==> config.mk <==
export PLATFORM = sky130hd
export DESIGN_NAME = uart_rx_status
export DESIGN_NICKNAME = d
export VERILOG_FILES = /design/src/rtl/uart_rx_pkg.sv /design/src/rtl/uart_rx_ctrl.sv /design/src/rtl/uart_rx_dp.sv /design/src/rtl/uart_rx_status.sv
export SDC_FILE = /design/constraint.sdc
export NUM_CORES = 1
export LEC_CHECK = 0
export ABC_AREA = 1
export BUFFER_PORTS_ARGS = -buffer_cell sky130_fd_sc_hd__buf_2
export CAP_MARGIN = 15
export CORE_MARGIN = 3
export CORE_UTILIZATION = 45
export CTS_CLUSTER_DIAMETER = 50
export DETAILED_ROUTE_END_ITERATION = 10
export GPL_TIMING_DRIVEN = 0
export HOLD_SLACK_MARGIN = 0.06
export PLACE_DENSITY = 0.61
export SLEW_MARGIN = 20
export SYNTH_ARGS = -nofsm -noshare
export SYNTH_HDL_FRONTEND = slang
export SYNTH_SLANG_ARGS = --single-unit
==> constraint.sdc <==
create_clock -name clk -period 2.99 [get_ports clk]
set_input_delay 0.4485 -clock clk [delete_from_list [all_inputs] [get_ports clk]]
set_output_delay 0.4485 -clock clk [all_outputs]
set_load 0.05 [all_outputs]
==> src/rtl/uart_rx_pkg.sv <==
package uart_rx_pkg;

  localparam int DATA_W = 8;

  typedef enum logic [2:0] {
    ST_IDLE,
    ST_START,
    ST_DATA,
    ST_PARITY,
    ST_STOP,
    ST_BRKWAIT
  } rxState_t;

  typedef struct packed {
    logic clrFrame;
    logic shiftBit;
    logic capParity;
    logic endFrame;
  } rxStrobes_t;

  typedef struct packed {
    logic              brk;
    logic              fe;
    logic              pe;
    logic [DATA_W-1:0] data;
  } rxEntry_t;

endpackage

==> src/rtl/uart_rx_ctrl.sv <==
module uart_rx_ctrl
  import uart_rx_pkg::*;
#(
  parameter int OSR = 16
) (
  input  logic       clk,
  input  logic       rstN,
  input  logic       tick16,
  input  logic       rxBit,
  input  logic [1:0] wordLen,
  input  logic       parityEn,
  input  logic       lineBreak,
  output rxStrobes_t strb
);

  localparam int CNT_W = $clog2(OSR);
  localparam logic [CNT_W-1:0] MID  = CNT_W'(OSR / 2 - 1);
  localparam logic [CNT_W-1:0] LAST = CNT_W'(OSR - 1);

  rxState_t         state, stateN;
  logic [CNT_W-1:0] cnt, cntN;
  logic [2:0]       bitIdx, idxN;
  logic [2:0]       lastIdx;

  assign lastIdx = 3'(wordLen) + 3'd4;

  always_comb begin
    strb   = '0;
    stateN = state;
    cntN   = cnt;
    idxN   = bitIdx;
    case (state)
      ST_IDLE: begin
        if (tick16 && !rxBit) begin
          stateN = ST_START;
          cntN   = '0;
        end
      end
      ST_START: begin
        if (tick16) begin
          if (cnt == MID) begin
            if (rxBit) begin
              stateN = ST_IDLE;
            end else begin
              stateN        = ST_DATA;
              cntN          = '0;
              idxN          = '0;
              strb.clrFrame = 1'b1;
            end
          end else begin
            cntN = cnt + CNT_W'(1);
          end
        end
      end
      ST_DATA: begin
        if (tick16) begin
          cntN = cnt + CNT_W'(1);
          if (cnt == LAST) begin
            strb.shiftBit = 1'b1;
            idxN          = bitIdx + 3'd1;
            if (bitIdx == lastIdx) stateN = parityEn ? ST_PARITY : ST_STOP;
          end
        end
      end
      ST_PARITY: begin
        if (tick16) begin
          cntN = cnt + CNT_W'(1);
          if (cnt == LAST) begin
            strb.capParity = 1'b1;
            stateN         = ST_STOP;
          end
        end
      end
      ST_STOP: begin
        if (tick16) begin
          cntN = cnt + CNT_W'(1);
          if (cnt == LAST) begin
            strb.endFrame = 1'b1;
            stateN        = lineBreak ? ST_BRKWAIT : ST_IDLE;
          end
        end
      end
      ST_BRKWAIT: begin
        if (rxBit) stateN = ST_IDLE;
      end
      default: stateN = ST_IDLE;
    endcase
  end

  always_ff @(posedge clk or negedge rstN) begin
    if (!rstN) begin
      state  <= ST_IDLE;
      cnt    <= '0;
      bitIdx <= '0;
    end else begin
      state  <= stateN;
      cnt    <= cntN;
      bitIdx <= idxN;
    end
  end

  AST_GLITCH_DROP: assert property (@(posedge clk) disable iff (!rstN)
    (state == ST_START && tick16 && cnt == MID && rxBit) |=> (state == ST_IDLE));

  AST_STROBE_EXCL: assert property (@(posedge clk) disable iff (!rstN)
    $onehot0(strb));

  AST_BRK_WAITS_HIGH: assert property (@(posedge clk) disable iff (!rstN)
    (state == ST_BRKWAIT && !rxBit) |=> (state == ST_BRKWAIT));

endmodule

==> src/rtl/uart_rx_dp.sv <==
module uart_rx_dp
  import uart_rx_pkg::*;
#(
  parameter int FIFO_DEPTH = 4
) (
  input  logic              clk,
  input  logic              rstN,
  input  rxStrobes_t        strb,
  input  logic              rxBit,
  input  logic [1:0]        wordLen,
  input  logic              parityEn,
  input  logic              parityEven,
  input  logic              paritySticky,
  input  logic              popReq,
  input  logic              statusRd,
  input  logic              thrEmpty,
  input  logic              txEmpty,
  output logic              lineBreak,
  output logic [DATA_W-1:0] rdData,
  output logic [7:0]        lineStatus
);

  localparam int PTR_W = (FIFO_DEPTH > 1) ? $clog2(FIFO_DEPTH) : 1;
  localparam int CNT_W = $clog2(FIFO_DEPTH + 1);
  localparam logic [CNT_W-1:0] FULL_CNT = CNT_W'(FIFO_DEPTH);
  localparam logic [PTR_W-1:0] LAST_PTR = PTR_W'(FIFO_DEPTH - 1);

  logic [DATA_W-1:0] shiftReg;
  logic              parBit;
  logic [DATA_W-1:0] alignedData;
  logic              expParity;
  rxEntry_t          newEntry;

  rxEntry_t          mem [FIFO_DEPTH];
  logic [PTR_W-1:0]  wrPtr, rdPtr;
  logic [CNT_W-1:0]  count, errCount;
  rxEntry_t          head;
  logic              popFire, pushOk, overrunEv, newErr, headErr;
  logic              oeFlag, peFlag, feFlag, biFlag;

  // frame assembly
  always_ff @(posedge clk or negedge rstN) begin
    if (!rstN) begin
      shiftReg <= '0;
      parBit   <= 1'b0;
    end else if (strb.clrFrame) begin
      shiftReg <= '0;
      parBit   <= 1'b0;
    end else begin
      if (strb.shiftBit)  shiftReg <= {rxBit, shiftReg[DATA_W-1:1]};
      if (strb.capParity) parBit   <= rxBit;
    end
  end

  assign alignedData = shiftReg >> (2'd3 - wordLen);
  assign expParity   = paritySticky ? ~parityEven
                                    : (parityEven ? ^alignedData : ~^alignedData);
  assign lineBreak   = (shiftReg == '0) && !parBit && !rxBit;

  always_comb begin
    newEntry.data = alignedData;
    newEntry.brk  = lineBreak;
    newEntry.fe   = !rxBit && !lineBreak;
    newEntry.pe   = parityEn && (parBit != expParity) && !lineBreak;
  end

  // receive buffer
  assign head      = mem[rdPtr];
  assign popFire   = popReq && (count != '0);
  assign pushOk    = strb.endFrame && ((count != FULL_CNT) || popFire);
  assign overrunEv = strb.endFrame && !pushOk;
  assign newErr    = newEntry.brk | newEntry.fe | newEntry.pe;
  assign headErr   = head.brk | head.fe | head.pe;

  always_ff @(posedge clk) begin
    if (pushOk) mem[wrPtr] <= newEntry;
  end

  always_ff @(posedge clk or negedge rstN) begin
    if (!rstN) begin
      wrPtr    <= '0;
      rdPtr    <= '0;
      count    <= '0;
      errCount <= '0;
    end else begin
      if (pushOk)  wrPtr <= (wrPtr == LAST_PTR) ? '0 : wrPtr + PTR_W'(1);
      if (popFire) rdPtr <= (rdPtr == LAST_PTR) ? '0 : rdPtr + PTR_W'(1);
      case ({pushOk, popFire})
        2'b10:   count <= count + CNT_W'(1);
        2'b01:   count <= count - CNT_W'(1);
        default: count <= count;
      endcase
      case ({pushOk && newErr, popFire && headErr})
        2'b10:   errCount <= errCount + CNT_W'(1);
        2'b01:   errCount <= errCount - CNT_W'(1);
        default: errCount <= errCount;
      endcase
    end
  end

  // sticky status flags, set wins over read-clear
  always_ff @(posedge clk or negedge rstN) begin
    if (!rstN) begin
      oeFlag <= 1'b0;
      peFlag <= 1'b0;
      feFlag <= 1'b0;
      biFlag <= 1'b0;
    end else begin
      oeFlag <= overrunEv                | (oeFlag && !statusRd);
      peFlag <= (pushOk && newEntry.pe)  | (peFlag && !statusRd);
      feFlag <= (pushOk && newEntry.fe)  | (feFlag && !statusRd);
      biFlag <= (pushOk && newEntry.brk) | (biFlag && !statusRd);
    end
  end

  assign rdData     = (count != '0) ? head.data : '0;
  assign lineStatus = {(errCount != '0), txEmpty, thrEmpty,
                       biFlag, feFlag, peFlag, oeFlag, (count != '0)};

  AST_DR_AFTER_PUSH: assert property (@(posedge clk) disable iff (!rstN)
    (strb.endFrame && count == '0) |=> lineStatus[0]);

  AST_NO_OVERFLOW: assert property (@(posedge clk) disable iff (!rstN)
    (strb.endFrame && count == FULL_CNT && !popReq) |=> (count == FULL_CNT) && lineStatus[1]);

  AST_BRK_FLAGGED: assert property (@(posedge clk) disable iff (!rstN)
    (strb.endFrame && lineBreak && count != FULL_CNT) |=> lineStatus[4] && lineStatus[7]);

  AST_ERR_BOUND: assert property (@(posedge clk) disable iff (!rstN)
    errCount <= count);

  AST_CLR_ON_READ: assert property (@(posedge clk) disable iff (!rstN)
    (statusRd && !strb.endFrame) |=> (lineStatus[4:1] == 4'b0000));

endmodule

==> src/rtl/uart_rx_status.sv <==
module uart_rx_status
  import uart_rx_pkg::*;
#(
  parameter int FIFO_DEPTH  = 4,
  parameter int OSR         = 16,
  parameter int SYNC_STAGES = 2
) (
  input  logic       clk,
  input  logic       rstN,
  input  logic       tick16,
  input  logic       rxIn,
  input  logic [1:0] wordLen,
  input  logic       parityEn,
  input  logic       parityEven,
  input  logic       paritySticky,
  input  logic       thrEmpty,
  input  logic       txEmpty,
  input  logic       popReq,
  input  logic       statusRd,
  output logic [7:0] rdData,
  output logic [7:0] lineStatus
);

  logic [SYNC_STAGES-1:0] syncQ;
  logic                   rxBit;
  logic                   lineBreak;
  rxStrobes_t             strb;

  generate
    if (SYNC_STAGES > 1) begin : g_sync
      always_ff @(posedge clk or negedge rstN) begin
        if (!rstN) syncQ <= '1;
        else       syncQ <= {syncQ[SYNC_STAGES-2:0], rxIn};
      end
    end else begin : g_sync1
      always_ff @(posedge clk or negedge rstN) begin
        if (!rstN) syncQ <= '1;
        else       syncQ <= rxIn;
      end
    end
  endgenerate

  assign rxBit = syncQ[SYNC_STAGES-1];

  uart_rx_ctrl #(.OSR(OSR)) u_ctrl (
    .clk       (clk),
    .rstN      (rstN),
    .tick16    (tick16),
    .rxBit     (rxBit),
    .wordLen   (wordLen),
    .parityEn  (parityEn),
    .lineBreak (lineBreak),
    .strb      (strb)
  );

  uart_rx_dp #(.FIFO_DEPTH(FIFO_DEPTH)) u_dp (
    .clk          (clk),
    .rstN         (rstN),
    .strb         (strb),
    .rxBit        (rxBit),
    .wordLen      (wordLen),
    .parityEn     (parityEn),
    .parityEven   (parityEven),
    .paritySticky (paritySticky),
    .popReq       (popReq),
    .statusRd     (statusRd),
    .thrEmpty     (thrEmpty),
    .txEmpty      (txEmpty),
    .lineBreak    (lineBreak),
    .rdData       (rdData),
    .lineStatus   (lineStatus)
  );

endmodule

==> impl_metrics.env <==
export IMPL_die_area_um2=10290
export IMPL_ys_top_cells_by_area="edfxtp_1 32%, dfrtp_1 20%, nand2_1 8.2%"
export IMPL_antenna_cells=0
export IMPL_wl_per_cell_um=13.43
export IMPL_crit_path_end_kind="flip-flop"
export IMPL_avgSynthCellArea_um2=9.152
export IMPL_critPathMaxFanout=6
export IMPL_worstSetupPathType="reg -> reg"
export IMPL_cts_htree_levels=3
export IMPL_finalSetupViolCount=0
export IMPL_final_util_pct=51.69
export IMPL_pwr_density_cell_nw_per_um2=759.1
export IMPL_synth_distinct_cells=41
export IMPL_synthCells=448
export IMPL_multi_input_area_um2=1568
export IMPL_synthArstFlopShare_pct=44.30
export IMPL_synth_seq_area_share_pct=53.65
export IMPL_rsz0062_at_grt="no"
export IMPL_pin_count=29
export IMPL_dp_hpwl_um=5827
export IMPL_die_y_um=101.5
export IMPL_critPathLaunchType="flip-flop"
export IMPL_layout_min_cycle_time_ps=2716
export IMPL_io_buffers=25
export IMPL_r2r_slack_ps=270
export IMPL_num_vias=2997
export IMPL_r2r_end="u_dp.errCount[2]$_DFFE_PN0P_"
export IMPL_maxSlewViolCount=0
export IMPL_period_share_pct=90.84
export IMPL_grt_pass1_wl_um=13490
export IMPL_via_per_inst=5.012
export IMPL_syn_to_final_growth_pct=11.02
export IMPL_finalWeightedCongestion=0.7761
export IMPL_grt_pass1_vias=2875
export IMPL_hp_class="in -> async"
export IMPL_cp_required_ps=3220
export IMPL_drtAntennaViolNets=0
export IMPL_p_leak_uw=0.002069
export IMPL_tightest_slew_ps=1026
export IMPL_nets=508
export IMPL_cts_tree="done"
export IMPL_path_clk_slew_ps=80
export IMPL_fmax_mhz=368.2
export IMPL_fin_worst_skew_ps=14.95
export IMPL_seq_area_um2=2200
export IMPL_use_met2_pct=27.72
export IMPL_ys_flop_type="edfxtp_1"
export IMPL_ys_warn_count=0
export IMPL_cts_buffers=9
export IMPL_worstPathArrival_ps=2940
export IMPL_rows=34
export IMPL_hold_violations=0
export IMPL_netlist_area_um2=4100
export IMPL_fill_cells=832
export IMPL_yosys_area_top_type="edfxtp_1"
export IMPL_drv_cap=0
export IMPL_firstDrtPassIters=5
export IMPL_met3_usage_pct=3.099
export IMPL_synth_seq_cells=79
export IMPL_cts_hold_buffers_added=0
export IMPL_reg2reg_from="u_dp.shiftReg[3]$_DFFE_PN0P_"
export IMPL_layout_commonest_cell="nand2_1"
export IMPL_grt_busiest_layer="met2"
export IMPL_antenna_found_initial=0
export IMPL_reg2reg_depth=19
export IMPL_grtUsageTotal_pct=16.83
export IMPL_clockRootBuffer="clkbuf_8"
export IMPL_synth_edf_count=44
export IMPL_grt_use_met1_pct=22.26
export IMPL_drive_gt1_share_pct=19.80
export IMPL_clockBufferDepth=2
export IMPL_drc_errors=0
export IMPL_core_um2=8806
export IMPL_finalWirelength_um=8032
export IMPL_synth_nets=471
export IMPL_synth_top_area_share_pct=32.22
export IMPL_insertion_delay_ps=350
export IMPL_first_iter_violations=146
export IMPL_cts_sinks=79
export IMPL_gr_total_overflow=0
export IMPL_setup_tns_ps=0
export IMPL_grt_max_degree=36
export IMPL_die_w_um=101.5
export IMPL_start_util_pct=46.56
export IMPL_status="completed"
export IMPL_layout_common_cells="89 x nand2_1, 49 x inv_1, 48 x nor2_1"
export IMPL_peakVddDrop_mv=0.2705
export IMPL_max_slew_margin_rel_pct=31.37
==> synth_stat cells (all sizes together) (2+ instances only) <==
| cell type | number |
|---|---|
| nand2 | 108 |
| inv | 57 |
| nor2 | 52 |
| edfxtp | 44 |
| o21ai | 41 |
| dfrtp | 33 |
| nand3 | 33 |
| a21oi | 16 |
| buf | 11 |
| ha | 8 |
| nor3 | 6 |
| clkbuf | 5 |
| nand4 | 5 |
| o22ai | 5 |
| xor2 | 5 |
| mux2 | 3 |
| dfstp | 2 |
| fa | 2 |
| nor4 | 2 |
==> per-layer routing <==
metal	part of all wire (%)	up-vias	wire length (µm)
met5	0	-	0
met4	2.2	0	175
met3	2.5	14	201
met2	48	49	3848
met1	47	1384	3807
li1	-	1550	-
==> through the flow <==
step	std cells	area, µm²	setup WS (ps)	hold WS (ps)	power (µW)
floorplan	448	4100	369.5	152.9	2457
global placement	581	4360	89.49	346.6	2751
detailed placement	581	4360	15.05	349.1	2781
CTS	597	4527	9.797	192.5	3477
global route	598	4552	2.798	184.2	3696
finish	598	4552	273.8	168.6	3455
==> cells by family after synthesis <==
group           after synthesis  share of synthesized area (%)
simple gates                206                          23.07
flops                        79                          53.65
buf+inv                      74                          8.300
compound gates               70                          9.460
fa+ha+maj                    10                          3.418
xor+xnor                      6                          1.282
mux                           3                         0.8239
==> cell type report <==
type	instances	share of cell area, %
multi-input cells	295	34.44
plain buffers	15	2.611
flip-flops and latches	79	48.32
repair buffers	27	3.079
clock inverters	6	0.8521
clock buffers	10	2.804
well taps	108	2.969
inverters	58	4.920
==> state kept, by name, summed over array words and instances, names as in the netlist, 2 cells and up <==
| name | count |
|---|---|
| u_dp.mem | 44 |
| u_dp.shiftReg | 8 |
| u_ctrl.cnt | 4 |
| u_ctrl.bitIdx | 3 |
| u_ctrl.state | 3 |
| u_dp.count | 3 |
| u_dp.errCount | 3 |
| syncQ | 2 |
| u_dp.rdPtr | 2 |
| u_dp.wrPtr | 2 |
==> critical path, cell delays in order, from the launching register on <==
cell and delay (ps):
dfrtp_1 420, inv_1 140, nand2_1 80, nand3_1 140, nand2_4 80, nand2_1 60, nand2_1 70, nand2_1 70
nand2_1 50, nand2_1 70, nand4_1 130, nand3_2 110, nand2_1 60, nand2_1 70, ha_1 140, inv_1 70
fa_1 430, a21oi_1 140, o21ai_0 110, xor2_1 150
==> how the worst max path moves through the flow <==
stage / startpoint / end / slack [ps] / depth (start not counted)
finish: u_dp.shiftReg[3]$_DFFE_PN0P_ / u_dp.errCount[2]$_DFFE_PN0P_ / 270 / 19
global route: u_dp.shiftReg[3]$_DFFE_PN0P_ / u_dp.errCount[2]$_DFFE_PN0P_ / 3 / 19
CTS: u_dp.rdPtr[0]$_DFFE_PN0P_ / u_dp.errCount[2]$_DFFE_PN0P_ / 10 / 12
detailed placement: u_dp.rdPtr[0]$_DFFE_PN0P_ / u_dp.errCount[2]$_DFFE_PN0P_ / 20 / 12
global placement: wordLen[0] / u_dp.errCount[2]$_DFFE_PN0P_ / 90 / 21
floorplan: wordLen[1] / u_dp.errCount[2]$_DFFE_PN0P_ / 370 / 21
==> power by group <==
part	total, µW	internal, µW	switching (µW)
combinational	1380	412	971
clock	698	299	400
sequential	1370	1270	107
total	3460	1980	1480
==> repair_timing <==
| item | in CTS | in global routing |
|---|---|---|
| endpoints found under the setup margin | 0 | 2 |
| buffers inserted | 0 | 2 |
| resized for setup | 0 | 7 |
Note: power is estimated with default switching activity, not from simulation.
